**src/rtl/mwd_pkg.sv**
```systemverilog
package mwd_pkg;

    typedef enum logic [1:0] {
        RGN_NONE,
        RGN_PORT,
        RGN_EXT,
        RGN_LOCAL
    } region_e;

    typedef enum logic [2:0] {
        ST_IDLE,
        ST_PORT_BEAT,
        ST_IDX_BEAT,
        ST_DATA_BEAT,
        ST_DONE
    } seq_state_e;

    localparam int          LOC_BYTES    = 8;
    localparam logic [31:0] MAGIC_BIG    = 32'hBEBE_BEBE;
    localparam logic [31:0] MAGIC_LITTLE = 32'h1E1E_1E1E;

endpackage

```
**src/rtl/mwd_region_decode.sv**
```systemverilog
module mwd_region_decode
    import mwd_pkg::*;
#(
    parameter int AW        = 12,
    parameter int PORT_BASE = 'h400,
    parameter int PORT_SPAN = 32,
    parameter int EXT_BASE  = 'h500,
    parameter int EXT_REGS  = 11,
    parameter int LOC_BASE  = 'h600,
    parameter bit LOC_EN    = 1'b1
) (
    input  logic [AW-1:0] addr,
    input  logic [2:0]    size,
    output region_e       region,
    output logic [AW-1:0] offset
);

    localparam int PORT_END = PORT_BASE + PORT_SPAN;
    localparam int EXT_END  = EXT_BASE + 2 * EXT_REGS;
    localparam int LOC_END  = LOC_BASE + LOC_BYTES;

    logic          size_ok;
    logic [AW:0]   a_lo;
    logic [AW:0]   a_hi;
    logic          in_port;
    logic          in_ext;
    logic          in_loc;

    assign size_ok = (size == 3'd1) || (size == 3'd2) || (size == 3'd4);
    assign a_lo    = {1'b0, addr};
    assign a_hi    = a_lo + (AW+1)'(size);

    assign in_port = size_ok && (a_lo >= (AW+1)'(PORT_BASE)) && (a_hi <= (AW+1)'(PORT_END));
    assign in_ext  = size_ok && (a_lo >= (AW+1)'(EXT_BASE))  && (a_hi <= (AW+1)'(EXT_END));

    generate
        if (LOC_EN) begin : g_loc_on
            assign in_loc = (size == 3'd4) && (a_lo >= (AW+1)'(LOC_BASE)) && (a_hi <= (AW+1)'(LOC_END));
        end else begin : g_loc_off
            assign in_loc = 1'b0;
        end
    endgenerate

    always_comb begin
        region = RGN_NONE;
        offset = '0;
        if (in_port) begin
            region = RGN_PORT;
            offset = addr - AW'(PORT_BASE);
        end else if (in_ext) begin
            region = RGN_EXT;
            offset = addr - AW'(EXT_BASE);
        end else if (in_loc) begin
            region = RGN_LOCAL;
            offset = addr - AW'(LOC_BASE);
        end
    end

endmodule

```
**src/rtl/mwd_local_bank.sv**
```systemverilog
module mwd_local_bank
    import mwd_pkg::*;
#(
    parameter int AW = 12
) (
    input  logic          clk,
    input  logic          rst_n,
    input  logic          wr_en,
    input  logic [AW-1:0] off,
    input  logic [31:0]   wdata,
    output logic [31:0]   rdata,
    output logic          big_endian
);

    always_ff @(posedge clk or negedge rst_n) begin
        if (!rst_n) begin
            big_endian <= 1'b0;
        end else if (wr_en && off == AW'(4)) begin
            if (wdata == MAGIC_BIG) begin
                big_endian <= 1'b1;
            end else if (wdata == MAGIC_LITTLE) begin
                big_endian <= 1'b0;
            end
        end
    end

    always_comb begin
        case (off)
            AW'(0):  rdata = 32'(LOC_BYTES);
            AW'(4):  rdata = big_endian ? MAGIC_BIG : MAGIC_LITTLE;
            default: rdata = 32'h0;
        endcase
    end


    flag_magic_only_chk: assert property (@(posedge clk) disable iff (!rst_n)
        (big_endian != $past(big_endian)) |->
            $past(wr_en && off == AW'(4) && (wdata == MAGIC_BIG || wdata == MAGIC_LITTLE)));

endmodule

```
**src/rtl/mwd_sequencer.sv**
```systemverilog
module mwd_sequencer
    import mwd_pkg::*;
#(
    parameter int AW       = 12,
    parameter int PW       = 10,
    parameter int PORT_MAP = 'h3C0
) (
    input  logic          clk,
    input  logic          rst_n,
    input  logic          start,
    input  region_e       region,
    input  logic          write,
    input  logic [AW-1:0] offset,
    input  logic [2:0]    size,
    input  logic [31:0]   wdata,
    output logic          idle,
    output logic          done,
    output logic [31:0]   rdata,
    output logic          bp_stb,
    output logic          bp_we,
    output logic [PW-1:0] bp_port,
    output logic [7:0]    bp_wdata,
    input  logic [7:0]    bp_rdata,
    input  logic          bp_ack,
    output logic          ix_stb,
    output logic          ix_sel,
    output logic          ix_we,
    output logic [15:0]   ix_wdata,
    input  logic [15:0]   ix_rdata,
    input  logic          ix_ack
);

    seq_state_e    state, nstate;
    logic [1:0]    beat;
    logic [1:0]    last_beat;
    logic [AW-1:0] cap_off;
    logic          cap_we;
    logic [31:0]   cap_wdata;
    logic [31:0]   asm_data;
    logic          beat_end;

    // state register
    always_ff @(posedge clk or negedge rst_n) begin
        if (!rst_n) state <= ST_IDLE;
        else        state <= nstate;
    end

    // transitions
    always_comb begin
        nstate = state;
        unique case (state)
            ST_IDLE: begin
                if (start) nstate = (region == RGN_PORT) ? ST_PORT_BEAT : ST_IDX_BEAT;
            end
            ST_PORT_BEAT: begin
                if (bp_ack && beat == last_beat) nstate = ST_DONE;
            end
            ST_IDX_BEAT: begin
                if (ix_ack) nstate = ST_DATA_BEAT;
            end
            ST_DATA_BEAT: begin
                if (ix_ack) nstate = (beat == last_beat) ? ST_DONE : ST_IDX_BEAT;
            end
            ST_DONE: nstate = ST_IDLE;
            default: nstate = ST_IDLE;
        endcase
    end

    assign beat_end = (state == ST_PORT_BEAT && bp_ack) || (state == ST_DATA_BEAT && ix_ack);

    // captured request and beat bookkeeping
    always_ff @(posedge clk or negedge rst_n) begin
        if (!rst_n) begin
            beat      <= '0;
            last_beat <= '0;
            cap_off   <= '0;
            cap_we    <= 1'b0;
            cap_wdata <= '0;
            asm_data  <= '0;
        end else if (state == ST_IDLE && start) begin
            beat      <= '0;
            cap_off   <= offset;
            cap_we    <= write;
            cap_wdata <= wdata;
            asm_data  <= '0;
            if (region == RGN_PORT) last_beat <= 2'(size - 3'd1);
            else                    last_beat <= (size == 3'd4) ? 2'd1 : 2'd0;
        end else begin
            if (state == ST_PORT_BEAT && bp_ack && !cap_we)
                asm_data[{beat, 3'b000} +: 8] <= bp_rdata;
            if (state == ST_DATA_BEAT && ix_ack && !cap_we)
                asm_data[{beat[0], 4'b0000} +: 16] <= ix_rdata;
            if (beat_end && beat != last_beat)
                beat <= beat + 2'd1;
        end
    end

    // outputs
    always_comb begin
        idle     = (state == ST_IDLE);
        done     = (state == ST_DONE);
        rdata    = asm_data;
        bp_stb   = (state == ST_PORT_BEAT);
        bp_we    = cap_we;
        bp_port  = PW'(PORT_MAP) + PW'(cap_off) + PW'(beat);
        bp_wdata = cap_wdata[{beat, 3'b000} +: 8];
        ix_stb   = (state == ST_IDX_BEAT) || (state == ST_DATA_BEAT);
        ix_sel   = (state == ST_DATA_BEAT);
        ix_we    = (state == ST_IDX_BEAT) || cap_we;
        if (state == ST_IDX_BEAT) ix_wdata = 16'(cap_off >> 1) + 16'(beat);
        else                      ix_wdata = beat[0] ? cap_wdata[31:16] : cap_wdata[15:0];
    end


    port_hold_chk: assert property (@(posedge clk) disable iff (!rst_n)
        (bp_stb && !bp_ack) |=> (bp_stb && $stable(bp_port) && $stable(bp_wdata)));


    port_ascend_chk: assert property (@(posedge clk) disable iff (!rst_n)
        (bp_stb && bp_ack && beat != last_beat) |=> (bp_stb && bp_port == $past(bp_port) + PW'(1)));


    index_first_chk: assert property (@(posedge clk) disable iff (!rst_n)
        $rose(ix_stb) |-> !ix_sel);


    ix_hold_chk: assert property (@(posedge clk) disable iff (!rst_n)
        (ix_stb && !ix_ack) |=> (ix_stb && $stable(ix_sel) && $stable(ix_wdata)));

endmodule

```
**src/rtl/mmio_window_decoder.sv**
```systemverilog
module mmio_window_decoder
    import mwd_pkg::*;
#(
    parameter int AW        = 12,
    parameter int PW        = 10,
    parameter int PORT_BASE = 'h400,
    parameter int PORT_SPAN = 32,
    parameter int PORT_MAP  = 'h3C0,
    parameter int EXT_BASE  = 'h500,
    parameter int EXT_REGS  = 11,
    parameter int LOC_BASE  = 'h600,
    parameter bit LOC_EN    = 1'b1
) (
    input  logic          clk,
    input  logic          rst_n,
    input  logic          req_valid,
    input  logic          req_write,
    input  logic [AW-1:0] req_addr,
    input  logic [2:0]    req_size,
    input  logic [31:0]   req_wdata,
    output logic          req_ready,
    output logic [31:0]   rsp_rdata,
    output logic          bp_stb,
    output logic          bp_we,
    output logic [PW-1:0] bp_port,
    output logic [7:0]    bp_wdata,
    input  logic [7:0]    bp_rdata,
    input  logic          bp_ack,
    output logic          ix_stb,
    output logic          ix_sel,
    output logic          ix_we,
    output logic [15:0]   ix_wdata,
    input  logic [15:0]   ix_rdata,
    input  logic          ix_ack,
    output logic          fb_big_endian,
    output logic [7:0]    rev_id
);

    localparam logic [7:0] REV_VALUE = LOC_EN ? 8'd2 : 8'd0;

    region_e       region;
    logic [AW-1:0] offset;
    logic          seq_idle;
    logic          seq_done;
    logic [31:0]   seq_rdata;
    logic [31:0]   loc_rdata;
    logic          quick;
    logic          start;
    logic          loc_wr;

    mwd_region_decode #(
        .AW(AW), .PORT_BASE(PORT_BASE), .PORT_SPAN(PORT_SPAN),
        .EXT_BASE(EXT_BASE), .EXT_REGS(EXT_REGS),
        .LOC_BASE(LOC_BASE), .LOC_EN(LOC_EN)
    ) u_decode (
        .addr(req_addr), .size(req_size), .region(region), .offset(offset)
    );

    assign quick  = (region == RGN_NONE) || (region == RGN_LOCAL);
    assign start  = seq_idle && req_valid && !quick;
    assign loc_wr = seq_idle && req_valid && req_write && (region == RGN_LOCAL);

    mwd_local_bank #(.AW(AW)) u_local (
        .clk(clk), .rst_n(rst_n), .wr_en(loc_wr), .off(offset),
        .wdata(req_wdata), .rdata(loc_rdata), .big_endian(fb_big_endian)
    );

    mwd_sequencer #(.AW(AW), .PW(PW), .PORT_MAP(PORT_MAP)) u_seq (
        .clk(clk), .rst_n(rst_n), .start(start), .region(region),
        .write(req_write), .offset(offset), .size(req_size), .wdata(req_wdata),
        .idle(seq_idle), .done(seq_done), .rdata(seq_rdata),
        .bp_stb(bp_stb), .bp_we(bp_we), .bp_port(bp_port), .bp_wdata(bp_wdata),
        .bp_rdata(bp_rdata), .bp_ack(bp_ack),
        .ix_stb(ix_stb), .ix_sel(ix_sel), .ix_we(ix_we), .ix_wdata(ix_wdata),
        .ix_rdata(ix_rdata), .ix_ack(ix_ack)
    );

    always_comb begin
        req_ready = seq_done || (seq_idle && req_valid && quick);
        if (seq_done)                 rsp_rdata = seq_rdata;
        else if (region == RGN_LOCAL) rsp_rdata = loc_rdata;
        else                          rsp_rdata = 32'h0;
    end

    assign rev_id = REV_VALUE;


    no_ready_mid_beat_chk: assert property (@(posedge clk) disable iff (!rst_n)
        (bp_stb || ix_stb) |-> !req_ready);


    strobes_exclusive_chk: assert property (@(posedge clk) disable iff (!rst_n)
        !(bp_stb && ix_stb));

endmodule

```
**config.mk**
```make
export PLATFORM = sky130hd
export DESIGN_NAME = mmio_window_decoder
export DESIGN_NICKNAME = d
export VERILOG_FILES = /design/src/rtl/mwd_pkg.sv /design/src/rtl/mwd_region_decode.sv /design/src/rtl/mwd_local_bank.sv /design/src/rtl/mwd_sequencer.sv /design/src/rtl/mmio_window_decoder.sv
export SDC_FILE = /design/constraint.sdc
export NUM_CORES = 1
export LEC_CHECK = 0
export BUFFER_PORTS_ARGS = -buffer_cell sky130_fd_sc_hd__buf_2
export CAP_MARGIN = 5
export CORE_AREA = 2 2 117 107
export CTS_BUF_LIST = sky130_fd_sc_hd__clkbuf_16
export CTS_CLUSTER_DIAMETER = 60
export CTS_CLUSTER_SIZE = 10
export DETAILED_ROUTE_END_ITERATION = 12
export DIE_AREA = 0 0 119 109
export GPL_ROUTABILITY_DRIVEN = 0
export GPL_TIMING_DRIVEN = 0
export PLACE_DENSITY = 0.81
export SETUP_SLACK_MARGIN = 0.4
export SYNTH_ARGS = -nofsm -noshare
export SYNTH_HDL_FRONTEND = slang
export SYNTH_SLANG_ARGS = --single-unit
export TNS_END_PERCENT = 50
```
**constraint.sdc**
```tcl
create_clock -name clk -period 5.14 [get_ports clk]
set_clock_uncertainty 0.05 [all_clocks]
set_input_delay 0.257 -clock clk [delete_from_list [all_inputs] [get_ports clk]]
set_output_delay 0.257 -clock clk [all_outputs]
set_load 0.01 [all_outputs]
```
==> run metrics, run 1 <==
outcome=finished clean; CTS tree=yes; placed cells=1069; # setup viols final=0; DRT Pass-1 Iters=5; Port-buffer cells=148; ys async rst share=100%; vias per cell=6.05; worst-path maximum fanout=10; syn avg cell area=8.41 µm²; first-pass GRT wire length=31.2 mm; final worst-path cycle share=88.2%; max_cap viols=0; commonest non-fill, non-tap cell in the layout=nand2_1; final hold violation count=0; multi-input logic area=3910 µm²; 1st-iter DRT viols=905; Worst IR Drop VDD=0.000235 V; register-to-register setup slack=1.51 ns; Unique masters post-synth=85; NumNets Final=1030; Final ANT Viol Nets=0; dpl ws=0.354 ns; unrepaired setup endpoints after global routing=no; CTS Buf Count=9; min Tclk post-route=4.53 ns; I/O Pins=158; Clock Latency Late Sink=0.33 ns; die footprint=13000 µm²; Via Count=6593; CTS root buf=clkbuf_16; Chip Width=119 µm; leakage=3.79 nW; fillers=1034; Hold WS=0.0805 ns; largest net degree at the start of global routing=46; Top FF cell, synth=dfrtp_1; Area Overhead vs Synth=22.1%; HP Class=input port to flop; Reg-to-Reg End=u_seq.rdata[18]$_DFF_PN0_; Reg clk slew, reported paths=0.07 ns; ant diodes=0; WS Path Type=input port to output pin; Residual DRC=0; crit start category=input port; CP required=4.83 ns; Mapped Cells=754; number of synthesized flops with an enable pin=0; Yosys Warn Count=0; layout cells sized above 1=24.6%; initial antenna violation count=0; final setup margin=0.606 ns; vias in the first global route=6078; FMAX=221 MHz; CP arrival=4.23 ns; Finished Layout Cells=1090; global route total overflow=0; Routed Wire Length=19.8 mm; Worst setup EP type=output pin; synthesized area=6340 µm²; Die Y=109 µm; Yosys top cell area share=33.5%; r2r startpoint=u_seq.beat[1]$_DFFE_PN0P_; top post-synthesis cells by area=dfrtp_1, nand2_1, ha_1, a211oi_1, nor2_1; post-route setup TNS=0 ns; Longest Clk Path Bufs=2; Seq. cell area=2130 µm²; max_slew headroom=15.8%; core area=11800 µm²; WL per Instance=18.2 µm; Pins Over Slew Limit=0; H-tree depth=3; Yosys reg bits=85; sequential area share after synthesis=33.5%; Initial Utilization=53.6%; Worst Tran Pin Value=1.26 ns; clock sink count=85; commonest non-fill, non-tap cells in the layout=nand2_1, buf_2, dfrtp_1; post-synth top area cell=dfrtp_1; overall routing resource usage=30.4%; FP Rows=38; HP Start=req_wdata[4]; hpwl dp=14.9 mm; crit path to=rsp_rdata[13]; R2R depth=6; Setup crit start=req_addr[0]; Power Density=476 nW/µm²
worst min-delay path by stage:
stage / slack [ns] / endpoint / cells past startpoint
2_1_floorplan: -0.09 / u_local.big_endian$_DFFE_PN0P_ / 0
3_3_place_gp: 0.42 / u_seq.cap_wdata[2]$_DFFE_PN0N_ / 3
3_5_place_dp: 0.23 / u_seq.cap_off[6]$_DFFE_PN0N_ / 1
4_1_cts: 0.09 / u_seq.cap_wdata[4]$_DFFE_PN0N_ / 3
5_1_grt: 0.09 / u_seq.cap_wdata[20]$_DFFE_PN0N_ / 3
6_report: 0.08 / u_seq.cap_wdata[4]$_DFFE_PN0N_ / 3
power by group:
part           switching, W  internal, W
Sequential         0.000238     0.000970
Combinational       0.00103     0.000767
Clock              0.000264     0.000419
stage by stage:
stage / utilization, % / cell area [µm²] / total power, W
2_1_floorplan: - / 6360 / 0.00231
3_3_place_gp: 61.7 / 7300 / 0.00290
3_5_place_dp: 62.0 / 7340 / 0.00295
4_1_cts: 64.7 / 7660 / 0.00364
5_1_grt: 65.4 / 7740 / 0.00392
6_report: 65.4 / 7740 / 0.00369
layout make-up:
cell class | instances | share of cell area [%]
tap | 160 | 2.59
inverter | 23 | 1.12
timing repair buffer | 155 | 10.6
multi-input combinational | 594 | 50.5
sequential | 85 | 27.5
clock buffer | 9 | 2.91
clock inverter | 6 | 1.03
buffer | 58 | 3.80
routing by layer:
metal | GRT usage (%) | up-vias | share of wire (%)
met5 | 0 | - | 0
met3 | 4.03 | 41 | 9.4
met2 | 49.1 | 367 | 47
li1 | - | 3041 | -
met1 | 42.5 | 3144 | 41
met4 | 10.5 | 0 | 2.4
registers in the layout, summed over array words and instances, names as in the netlist:
name,count
u_local.big_endian,1
u_seq.bp_we,1
u_seq.cap_wdata,32
u_seq.beat,2
u_seq.rdata,32
u_seq.cap_off,12
u_seq.last_beat,2
u_seq.state,3
cell families after synthesis:
kind of cell               after synthesis  synth area share, %
DFF                                     85                 33.5
buffers and inverters                   81                 5.80
other                                    2                0.118
muxes                                   17                 4.26
AOI/OAI and AO/OA                      186                 21.9
xor gates and xnor gates                26                 3.83
and+or+nand+nor                        330                 24.9
adders and majority gates               27                 5.68
synthesized netlist by cell type, drive strengths merged, types with 9 or more instances:
library cell and instances:
nand2 161, dfrtp 85, nor2 59, a211oi 36, clkbuf 33, a22oi 25
buf 25, ha 24, o21ai 24, inv 23, a21oi 19, a21o 18
xnor2 17, nand3 16, and2 13, nor3 13, nor2b 10, a22o 9
a311oi 9, mux2i 9, xor2 9
timing repair:
item                                    CTS  global route
setup buffers                             0             5
endpoints found under the hold margin    40             0
gates resized for setup                   0            11
hold buffers                              1             0
endpoints found under the setup margin    0            33
critical path, cell delays in order:
cell and delay, ns:
buf_2 0.12, ha_1 0.21, inv_1 0.08, fa_2 0.39, nand2b_1 0.25, nor4_2 0.33
o2bb2ai_1 0.17, a211oi_2 0.07, buf_4 0.16, o311ai_4 0.32, nand2_1 0.13, a21oi_1 0.18
ha_1 0.16, o31ai_1 0.06, or4b_4 0.58, nor3_4 0.27, buf_6 0.19, a22o_1 0.15
buf_2 0.14
(Power assumes the default switching activity.)
==> run 2, diff against run 1 <==
RECOVER_POWER = 100   (was not set)
==> run metrics, run 2 (synthesis results as in run 1) <==
Worst IR Drop VDD=0.000237 V; Chip Width=119 µm; CTS tree=yes; NetSw=0.00155 W; Power Density=476 nW/µm²; Clock Power Share=18.8%; max incr delay on CP=0.60 ns; commonest non-fill, non-tap cell in the layout=nand2_1; max_cap viols=1; CP top delay family=compound AO/OA/AOI/OAI gates; Reg clk slew, reported paths=0.07 ns; H-tree depth=3; CP cell instances=buf_2 > ha_1 > inv_1 > fa_2 > nand4bb_1 > o311a_2 > a311oi_1 > o211a_1 > nand2_1 > a21boi_0 > o2bb2ai_1 > or4b_1 > nor3_4 > buf_6 > a22o_1 > clkbuf_1; NumNets Final=1030; Reg power frac=33.2%; Area Overhead vs Synth=20.8%; DRT Pass-1 Iters=8; Worst Tran Pin Value=2.35 ns; Longest Clk Path Bufs=2; HP Class=input port to flop; Worst path slowest cell=or4b_1; min Tclk post-route=4.68 ns; CTS Buf Count=9; overall routing resource usage=30.4%; outcome=finished, violations left; I/O Pins=158; unrepaired setup endpoints after global routing=no; placed cells=1069; commonest non-fill, non-tap cells in the layout=nand2_1, clkbuf_1, buf_2; vias in the first global route=6078; Logic pwr share=48.0%; core area=11800 µm²; Worst setup EP type=output pin; Die Y=109 µm; Placed Area=7340 µm²; final worst-path cycle share=91.0%; Finished Layout Cells=1090; 1st-iter DRT viols=821; CP required=4.83 ns; vias per cell=6.06; Clock Latency Late Sink=0.34 ns; CP Buf/Inv Count=4; Pins Over Slew Limit=41; final hold violation count=0; P_int=0.00210 W; Via Count=6600; Final ANT Viol Nets=0; die footprint=13000 µm²; FMAX=214 MHz; # setup viols final=0; layout cells sized above 1=17.8%; first-pass GRT wire length=31.2 mm; Routed Wire Length=19.9 mm; WS Path Type=input port to output pin; Power Total=0.00364 W; WL per Instance=18.3 µm; failing checks=max-capacitance violations, max-slew violations; CP arrival=4.37 ns; ant diodes=0; crit start category=input port; hpwl dp=14.9 mm; largest net degree at the start of global routing=46; initial antenna violation count=0; Port-buffer cells=148; fillers=1082; post-route setup TNS=0 ns; leakage=3.55 nW; max_slew headroom=-56.5%; global route total overflow=0; post-route cell area=7660 µm²; Initial Utilization=53.6%; CTS root buf=clkbuf_16; worst-path maximum fanout=10; FP Rows=38; Sw Share=42.4%; clock sink count=85; Hold WS=0.0829 ns; Residual DRC=0
-- run 2: changes by cell type in the layout (fill, tap and decap cells not counted) --
cell and change:
clkbuf_1 +66, buf_2 -61, and2_0 +6, and2_1 -6, buf_1 -4, a21boi_0 +1
a21boi_1 -1, buf_4 -1, or4b_1 +1, or4b_4 -1
-- run 2: final timing paths --
path,from,cells past startpoint,end,slack (ns)
hold reg to reg,u_seq.cap_wdata[26]$_DFFE_PN0N_,2,u_seq.cap_wdata[26]$_DFFE_PN0N_,0.45
max in group asynchronous,rst_n,2,u_seq.rdata[13]$_DFF_PN0_,2.58
setup reg to reg,u_seq.beat[1]$_DFFE_PN0P_,6,u_seq.rdata[18]$_DFF_PN0_,1.54
setup / recovery,req_addr[0],16,rsp_rdata[13],0.46
hold / removal,req_wdata[4],3,u_seq.cap_wdata[4]$_DFFE_PN0N_,0.08
min in group asynchronous,rst_n,2,u_seq.cap_off[6]$_DFFE_PN0N_,1.12
-- run 2: final cells by class --
| type | instances | area (µm²) | area share [%] |
|---|---|---|---|
| flip-flops and latches | 85 | 2130 | 27.8 |
| clock buffers | 9 | 225 | 2.94 |
| plain buffers | 58 | 294 | 3.84 |
| repair buffers | 155 | 738 | 9.64 |
| well taps | 160 | 200 | 2.61 |
| inverters | 23 | 86.3 | 1.13 |
| clock inverters | 6 | 80.1 | 1.05 |
| multi-input cells | 594 | 3910 | 51.0 |
-- run 2: per-layer routing --
| layer | GRT usage (%) | part of all wire [%] | vias up |
|---|---|---|---|
| met1 | 42.5 | 42 | 3129 |
| met5 | 0 | 0 | - |
| met2 | 49.1 | 46 | 382 |
| li1 | - | - | 3040 |
| met4 | 10.5 | 2.7 | 0 |
| met3 | 4.03 | 9.2 | 49 |
-- run 2: tightest hold or removal path: cells and delay by family --
family	cells	cell delay, ns
buf+inv	1	0.09
simple gates	2	0.09
-- run 2: power by group through the flow --
stage                     Clock, W  Combinational [W]  Sequential (W)
after floorplan                  0            0.00118         0.00113
after global placement           0            0.00170         0.00119
after detailed placement         0            0.00175         0.00120
after CTS                 0.000681            0.00176         0.00120
after global routing      0.000709            0.00192         0.00124
final                     0.000685            0.00175         0.00121
-- run 2: what timing repair did --
action,in CTS,in global routing
buffers inserted,0,5
hold endpoints to repair,40,0
endpoints found under the setup margin,0,33
gates resized for setup,0,11
hold buffers,1,0
-- run 2: through the flow --
step,utilization (%),setup slack [ns]
finish,64.7,0.461
global route,64.7,0.213
CTS,64.7,0.436
detailed placement,62.0,0.354
global placement,61.7,0.397
floorplan,-,1.19
==> run 3, diff against run 2 <==
CTS_BUF_LIST = not set   (was sky130_fd_sc_hd__clkbuf_16)
==> run metrics, run 3 (synthesis results as in run 1) <==
final hold violation count=0; unrepaired setup endpoints after global routing=no; I/O Pins=158; Placed Area=7340 µm²; min Tclk post-route=4.65 ns; Pins Over Slew Limit=41; CP arrival=4.34 ns; Reg clk slew, reported paths=0.07 ns; HP Class=input port to flop; crit start category=input port; 1st-iter DRT viols=909; core area=11800 µm²; DRT Pass-1 Iters=5; layout cells sized above 1=18.2%; commonest non-fill, non-tap cell in the layout=nand2_1; Reg power frac=33.1%; Logic pwr share=47.8%; leakage=3.56 nW; Longest Clk Path Bufs=2; Power Total=0.00365 W; WS Path Type=input port to output pin; P_int=0.00212 W; Clock Latency Late Sink=0.34 ns; Sw Share=42.1%; final setup margin=0.494 ns; Clock Power Share=19.1%; Area Overhead vs Synth=21.0%; final worst-path cycle share=90.4%; clock sink count=85; Routed Wire Length=19.8 mm; HP Start=req_wdata[20]; Core Util, Final=64.8%; dpl ws=0.354 ns; Final ANT Viol Nets=0; CTS tree=yes; Worst IR Drop VDD=0.000233 V; largest net degree at the start of global routing=46; failing checks=max-capacitance violations, max-slew violations; NetSw=0.00154 W; CTS root buf=clkbuf_16; Chip Width=119 µm; commonest non-fill, non-tap cells in the layout=nand2_1, clkbuf_1, buf_2; Port-buffer cells=148; FMAX=215 MHz; Die Y=109 µm; CTS Buf Count=9; Worst Tran Pin Value=2.36 ns; FP Rows=38; ant diodes=0; Via Count=6569; Power Density=476 nW/µm²; max_cap viols=1; overall routing resource usage=30.3%; post-route setup TNS=0 ns; max_slew headroom=-57.2%; vias per cell=6.03; r2r startpoint=u_seq.beat[1]$_DFFE_PN0P_; post-route cell area=7670 µm²; Residual DRC=0; NumNets Final=1030; CP required=4.83 ns; H-tree depth=3; worst-path maximum fanout=10; global route total overflow=0; WL per Instance=18.1 µm; first-pass GRT wire length=31.1 mm; outcome=finished, violations left; vias in the first global route=6065; # setup viols final=0; initial antenna violation count=0; Setup crit start=req_addr[0]; die footprint=13000 µm²; hpwl dp=14.9 mm; Worst setup EP type=output pin; Initial Utilization=53.6%
[run 3: cell count changes in the layout (fill, tap and decap cells not counted)]
cell      previous run  this run
clkbuf_2             1         2
clkbuf_8             0         1
clkinv_1             1         0
inv_1               24        23
or4b_1               2         1
or4b_4               0         1
[run 3: what timing repair did]
action	4_1_cts	5_1_grt
buffers inserted	0	5
hold buffers	1	0
gates resized for setup	0	13
setup endpoints to repair	0	33
endpoints found under the hold margin	40	0
[run 3: metrics by stage]
stage,hold WS [ns],std cells
after global routing,0.0907,1090
after global placement,0.422,1068
after CTS,0.0845,1085
after floorplan,-0.0886,760
after detailed placement,0.232,1069
final,0.0844,1090
[run 3: path summary, 6_finish.rpt]
path,end,slack [ns],cells past startpoint
min,u_seq.cap_wdata[20]$_DFFE_PN0N_,0.08,3
min reg2reg,u_seq.cap_wdata[1]$_DFFE_PN0N_,0.45,2
max reg2reg,u_seq.rdata[22]$_DFF_PN0_,1.51,6
max,rsp_rdata[29],0.49,16
max in group asynchronous,u_seq.rdata[10]$_DFF_PN0_,2.57,2
min in group asynchronous,u_seq.cap_off[6]$_DFFE_PN0N_,1.12,2
[run 3: worst max-delay path, stage by stage]
cell	delay [ns]
clkbuf_1	0.15
ha_1	0.24
inv_1	0.08
fa_2	0.55
nand4bb_1	0.17
o311a_2	0.38
a311oi_1	0.28
o211a_1	0.20
nand2_1	0.09
a21boi_0	0.42
o2bb2ai_1	0.20
or4b_4	0.54
nor3_4	0.28
buf_6	0.20
a22o_1	0.15
clkbuf_1	0.15
[run 3: power groups by stage]
stage	Combinational [W]	Sequential [W]	Clock, W
floorplan	0.00118	0.00113	0
global placement	0.00170	0.00119	0
finish	0.00175	0.00121	0.000699
global route	0.00192	0.00124	0.000726
detailed placement	0.00175	0.00120	0
CTS	0.00176	0.00120	0.000698
[run 3: area by class of cell]
class / count / area, µm²
Buffer: 58 / 295
Tap cell: 160 / 200
Clock inverter: 4 / 72.6
Timing Repair Buffer: 155 / 738
Multi-Input combinational cell: 594 / 3910
Clock buffer: 11 / 243
Fill cell: 1082 / 4170
Sequential cell: 85 / 2130
Inverter: 23 / 86.3
[run 3: per-layer routing]
layer	part of all wire (%)	GRT usage, %
met5	0	0
met4	2.3	10.5
met3	9.0	4.13
met1	42	42.4
met2	46	48.9
